===== src/rtl/bmv_pkg.sv =====
`timescale 1ns/1ps
package bmv_pkg;
    // number of multiply-accumulate elements for a band of p below, q above
    function automatic int band_elems(input int p, input int q);
        return p + q - 1;
    endfunction

    // cycles from an accepted entry to its result strobe
    function automatic int strobe_delay(input int q);
        return 2 * q - 1;
    endfunction
endpackage


===== src/rtl/bmv_pe.sv =====
`timescale 1ns/1ps
module bmv_pe #(
    parameter int DW = 8,
    parameter int YW = 20
) (
    input  logic                 clk,
    input  logic                 rst_n,
    input  logic                 xv_i,
    input  logic signed [DW-1:0] x_i,
    input  logic signed [DW-1:0] a_i,
    input  logic signed [YW-1:0] y_i,
    output logic                 xv_o,
    output logic signed [DW-1:0] x_o,
    output logic signed [YW-1:0] y_o
);
    localparam int PW = 2 * DW;

    typedef struct packed {
        logic                 xv;
        logic signed [DW-1:0] x;
        logic signed [YW-1:0] y;
    } pe_state_t;

    pe_state_t            st_d, st_q;
    logic signed [PW-1:0] prod;

    always_comb begin
        prod    = PW'(x_i) * PW'(a_i);
        st_d.xv = xv_i;
        st_d.x  = x_i;
        // an empty slot on the entry path leaves the passing sum untouched
        st_d.y  = xv_i ? (y_i + YW'(prod)) : y_i;
    end

    always_ff @(posedge clk or negedge rst_n) begin
        if (!rst_n) st_q <= '0;
        else        st_q <= st_d;
    end

    assign xv_o = st_q.xv;
    assign x_o  = st_q.x;
    assign y_o  = st_q.y;
endmodule


===== src/rtl/bmv_strobe_delay.sv =====
`timescale 1ns/1ps
module bmv_strobe_delay #(
    parameter int DEPTH = 5
) (
    input  logic clk,
    input  logic rst_n,
    input  logic in_valid,
    output logic out_valid
);
    logic [DEPTH-1:0] sr_d, sr_q;

    always_comb begin
        sr_d    = sr_q << 1;
        sr_d[0] = in_valid;
    end

    always_ff @(posedge clk or negedge rst_n) begin
        if (!rst_n) sr_q <= '0;
        else        sr_q <= sr_d;
    end

    assign out_valid = sr_q[DEPTH-1];
endmodule


===== src/rtl/banded_mv_array.sv =====
`timescale 1ns/1ps
module banded_mv_array
    import bmv_pkg::*;
#(
    parameter int P  = 2,
    parameter int Q  = 3,
    parameter int DW = 8,
    parameter int YW = 2 * DW + 4
) (
    input  logic                            clk,
    input  logic                            rst_n,
    input  logic                            x_valid,
    input  logic signed [DW-1:0]            x_data,
    input  logic [band_elems(P,Q)*DW-1:0]   a_data,
    output logic                            y_valid,
    output logic signed [YW-1:0]            y_data
);
    localparam int W   = band_elems(P, Q);
    localparam int LAT = strobe_delay(Q);

    logic [W-1:0]          xv_s;
    logic [W-1:0][DW-1:0]  x_s;
    logic [W-1:0][YW-1:0]  y_s;

    for (genvar k = 0; k < W; k++) begin : g_pe
        logic                 xv_in;
        logic signed [DW-1:0] x_in;
        logic signed [YW-1:0] y_in;

        // entries flow upward in k
        if (k == 0) begin : g_head
            assign xv_in = x_valid;
            assign x_in  = x_data;
        end else begin : g_xlink
            assign xv_in = xv_s[k-1];
            assign x_in  = x_s[k-1];
        end

        // partial sums flow downward in k, starting from zero
        if (k == W - 1) begin : g_tail
            assign y_in = '0;
        end else begin : g_ylink
            assign y_in = y_s[k+1];
        end

        bmv_pe #(.DW(DW), .YW(YW)) u_pe (
            .clk  (clk),
            .rst_n(rst_n),
            .xv_i (xv_in),
            .x_i  (x_in),
            .a_i  (a_data[k*DW +: DW]),
            .y_i  (y_in),
            .xv_o (xv_s[k]),
            .x_o  (x_s[k]),
            .y_o  (y_s[k])
        );
    end

    bmv_strobe_delay #(.DEPTH(LAT)) u_dly (
        .clk      (clk),
        .rst_n    (rst_n),
        .in_valid (x_valid),
        .out_valid(y_valid)
    );

    assign y_data = y_s[0];
endmodule


===== config.mk =====
export PLATFORM = sky130hd
export DESIGN_NAME = banded_mv_array
export DESIGN_NICKNAME = d
export VERILOG_FILES = /design/src/rtl/bmv_pkg.sv /design/src/rtl/bmv_pe.sv /design/src/rtl/bmv_strobe_delay.sv /design/src/rtl/banded_mv_array.sv
export SDC_FILE = /design/constraint.sdc
export NUM_CORES = 1
export LEC_CHECK = 0
export BUFFER_PORTS_ARGS = -buffer_cell sky130_fd_sc_hd__buf_2
export CAP_MARGIN = 15
export CELL_PAD_IN_SITES_DETAIL_PLACEMENT = 1
export CELL_PAD_IN_SITES_GLOBAL_PLACEMENT = 2
export CORE_MARGIN = 2
export CORE_UTILIZATION = 39
export DETAILED_ROUTE_END_ITERATION = 10
export PLACE_DENSITY = 0.89
export SLEW_MARGIN = 20
export SYNTH_ARGS = -nofsm -noshare
export SYNTH_HDL_FRONTEND = slang
export SYNTH_SLANG_ARGS = --single-unit

===== constraint.sdc =====
create_clock -name clk -period 5.4 [get_ports clk]
set_clock_uncertainty 0.1 [all_clocks]
set_input_delay 0.54 -clock clk [delete_from_list [all_inputs] [get_ports clk]]
set_output_delay 0.54 -clock clk [all_outputs]
set_load 0.01 [all_outputs]

==> flow_metrics.py <==
metrics = {
    "worst_setup_path": {
        "worstPathCellList": "inv_1 > fa_1 > inv_1 > fa_1 > inv_1 > fa_1 > inv_1 > fa_1 > ha_1 > ha_1 > a21o_1 > a211o_1 > a2111o_1 > a2111o_1 > and2_4 > a311o_1",
        "cp-end-kind": "flop",
        "critical-path-max-stage-delay_ns": 0.55,
        "max_fanout_on_critical_path": 2,
        "setup.worst_path.start_class": "flop",
        "critPathSlowestCell": "fa_1",
        "worstSetupPathType": "reg -> reg",
        "reg2reg_depth": 16,
        "cp_data_required_time_ns": 5.57,
        "timing.critical_path.arrival_ns": 5.36,
    },
    "clock_network": {
        "ctsRootBufferMaster": "clkbuf_16",
        "cts-root-to-sink-buffers": 2,
        "tritoncts": "built",
        "clk_pin_slew_ns": 0.08,
        "clock_sinks": 105,
        "insertion_delay_ns": 0.39,
        "inserted_clock_buffers": 9,
        "clock_tree.htree_level_count": 3,
    },
    "hold_path": {
        "hp-class": "in -> async",
    },
    "die": {
        "boundaryPins": 64,
        "number_of_cell_rows": 75,
        "floorplan.initialDensity": 0.3928,
        "coreArea_sq_um": 41760,
        "floorplan.die_area_sq_um": 43720,
        "floorplan.die.height_microns": 209.1,
        "dieWidth_microns": 209.1,
    },
    "timing": {
        "setup-violations-final": 0,
        "finalCritPeriodShare": 0.9616,
        "max_freq_mhz": 192.6,
        "tightestPinTransition_ns": 0.8781,
        "slew_violations": 0,
        "rsz_0062_raised_after_global_routing": "no",
        "finalCriticalPeriod_ns": 5.192,
        "slew_headroom": 0.4146,
        "hold_viol_final": 0,
    },
    "logic_synthesis": {
        "combinational_family_with_the_most_area_after_synthesis": "adder cells",
        "syn-cell-area_sq_um": 16400,
        "yosys_most_used_dff": "dfrtp_1",
        "netlist.area_leader.share": 0.3795,
        "synth_compound_area_frac": 0.07375,
        "post_synth_inst_count": 1627,
        "synth-adder-area-share": 0.5054,
        "synth.area.mux_share": 0.01678,
        "synth_edf_count": 0,
        "synth.distinct_cells": 60,
        "async_flop_share": 1.000,
        "syn-mean-instance-area_sq_um": 10.08,
        "synth_area_leader_cell": "fa_1",
        "ys_seq_area_frac": 0.1602,
        "synth.top_cells.by_area": "fa_1 (38%), dfrtp_1 (16%), ha_1 (13%)",
        "synthXorXnorAreaFrac": 0.02860,
        "synth-seq-cells": 105,
        "synth_warnings": 0,
        "synth_fp_nets": 2146,
        "synth_simple_gate_area_frac": 0.1268,
    },
    "status": {
        "status": "finished, final reports clean",
    },
    "detailed_routing": {
        "drt.antenna.violating_nets": 0,
        "detailedRoute.firstPassIterationCount": 4,
        "drcViolationCount": 0,
        "wire_length_per_cell_after_detailed_routing_microns": 17.43,
        "first_iter_violations": 431,
        "finalWirelength_mm": 40.40,
        "vias_per_cell": 5.060,
        "via_count": 11730,
    },
    "layout": {
        "layout-drive-gt1-share": 0.1203,
        "design.final.nets": 2294,
        "synthToLayoutAreaGrowth_pct": 11.87,
        "stdcell_count": 2318,
        "post-route-util": 0.4395,
        "num_antenna_cells": 0,
    },
    "global_route": {
        "grt_pass1_wl_mm": 69.63,
        "grtUsageTotal": 0.2014,
        "grt_overflow": 0,
        "largest_net_degree_at_the_start_of_global_routing": 58,
        "antenna_found_initial": 1,
        "grt_pass1_vias": 13800,
    },
    "place": {
        "gpl.final_weighted_congestion": 0.8797,
        "place.port_buffers": 63,
        "dp.final_hpwl_mm": 34.40,
        "dp_cells": 2301,
    },
    "flow_run": {
        "drv_cap": 0,
    },
}
routing by layer:
metal | vias to the layer above | part of all wire | global-route usage
met3 | 43 | 0.023 | 0.02465
met1 | 6196 | 0.43 | 0.2537
met5 | - | 0.00040 | 0
met4 | 2 | 0.014 | 0.04286
met2 | 132 | 0.53 | 0.3705
li1 | 5355 | - | -
registers in the layout, summed over array words and instances (netlist names):
name	flops
g_pe.u_pe.y_o	76
u_dly.sr_q	5
g_pe.u_pe.x_o	24
cell type report:
type                            instances  area (sq um)
Clock inverter                          6         50.05
Fill cell                            4724         23410
Tap cell                              539         674.4
Timing Repair Buffer                  154          1017
Inverter                              368          1381
Clock buffer                            9         225.2
Multi-Input combinational cell       1137         12370
Sequential cell                       105          2638
synth_stat cells, drive strengths merged (8+ instances only):
| cell | count |
|---|---|
| nand2b | 14 |
| nand2 | 124 |
| o211ai | 9 |
| o21bai | 10 |
| dfrtp | 105 |
| fa | 311 |
| and2 | 143 |
| clkbuf | 13 |
| nand3 | 9 |
| xor2 | 8 |
| a21o | 16 |
| nor2b | 8 |
| mux2 | 20 |
| nor2 | 55 |
| a211oi | 13 |
| a21oi | 38 |
| nor3 | 10 |
| ha | 165 |
| xnor2 | 43 |
| inv | 365 |
| o21ai | 47 |
layout by cell type (no fill, tap or decap), types with 10 or more instances in the layout:
cell,Yosys,final
a211oi_1,13,12
a21o_1,16,16
a21oi_1,38,38
and2_1,142,141
buf_2,0,62
buf_4,0,90
dfrtp_1,105,97
fa_1,311,309
ha_1,165,165
inv_1,365,365
mux2_2,20,20
nand2_1,124,124
nand2b_1,14,14
nor2_1,55,55
nor3_1,10,10
o21ai_0,47,44
o21bai_1,10,10
xnor2_1,43,43
metrics by stage:
| step | setup slack, ns | setup TNS (ns) | hold WS [ns] | area (sq um) |
|---|---|---|---|---|
| finish | 0.2076 | 0 | 0.1476 | 18350 |
| detailed placement | -0.2877 | -1.956 | 0.2465 | 18000 |
| CTS | 0.08878 | 0 | 0.1892 | 18280 |
| global route | 0.009448 | 0 | 0.2055 | 18350 |
| floorplan | 0.03199 | 0 | 0.1444 | 16410 |
| global placement | -0.1815 | -0.4448 | 0.2474 | 18000 |
cells by family (layout without fill, tap and decap cells):
family	count (synthesis)	count (layout)
xor+xnor	52	52
flops	105	105
buf+inv	385	537
compound gates	184	184
simple gates	400	400
mux	25	25
fa+ha+maj	476	476
critical path: cells and delay by family, from the launching register on:
| family | cells | cell delay, ns |
|---|---|---|
| fa+ha+maj | 6 | 2.65 |
| compound gates | 5 | 1.56 |
| flops | 1 | 0.36 |
| buf+inv | 4 | 0.25 |
| simple gates | 1 | 0.15 |
repair_timing:
action | 4_1_cts | 5_1_grt
hold buffers | 0 | 0
buffers inserted | 0 | 2
gates resized for setup | 1 | 19
pin swaps | 0 | 4
endpoints found under the setup margin | 2 | 15
path summary, 6_finish.rpt:
path	from	end	slack (ns)
max	g_pe[1].u_pe.y_o[6]	g_pe[0].u_pe.y_o[18]	0.21
min reg2reg	u_dly.sr_q[3]	u_dly.sr_q[4]	0.25
min	rst_n	g_pe[3].u_pe.y_o[18]	0.15
max reg2reg	g_pe[1].u_pe.y_o[6]	g_pe[0].u_pe.y_o[18]	0.21
max in group asynchronous	rst_n	g_pe[0].u_pe.x_o[2]	3.82
min in group clk	x_data[2]	g_pe[0].u_pe.x_o[2]	0.25
Power is not shown: default switching activity piles up to over one toggle a cycle in this logic, so the estimate is an artifact.
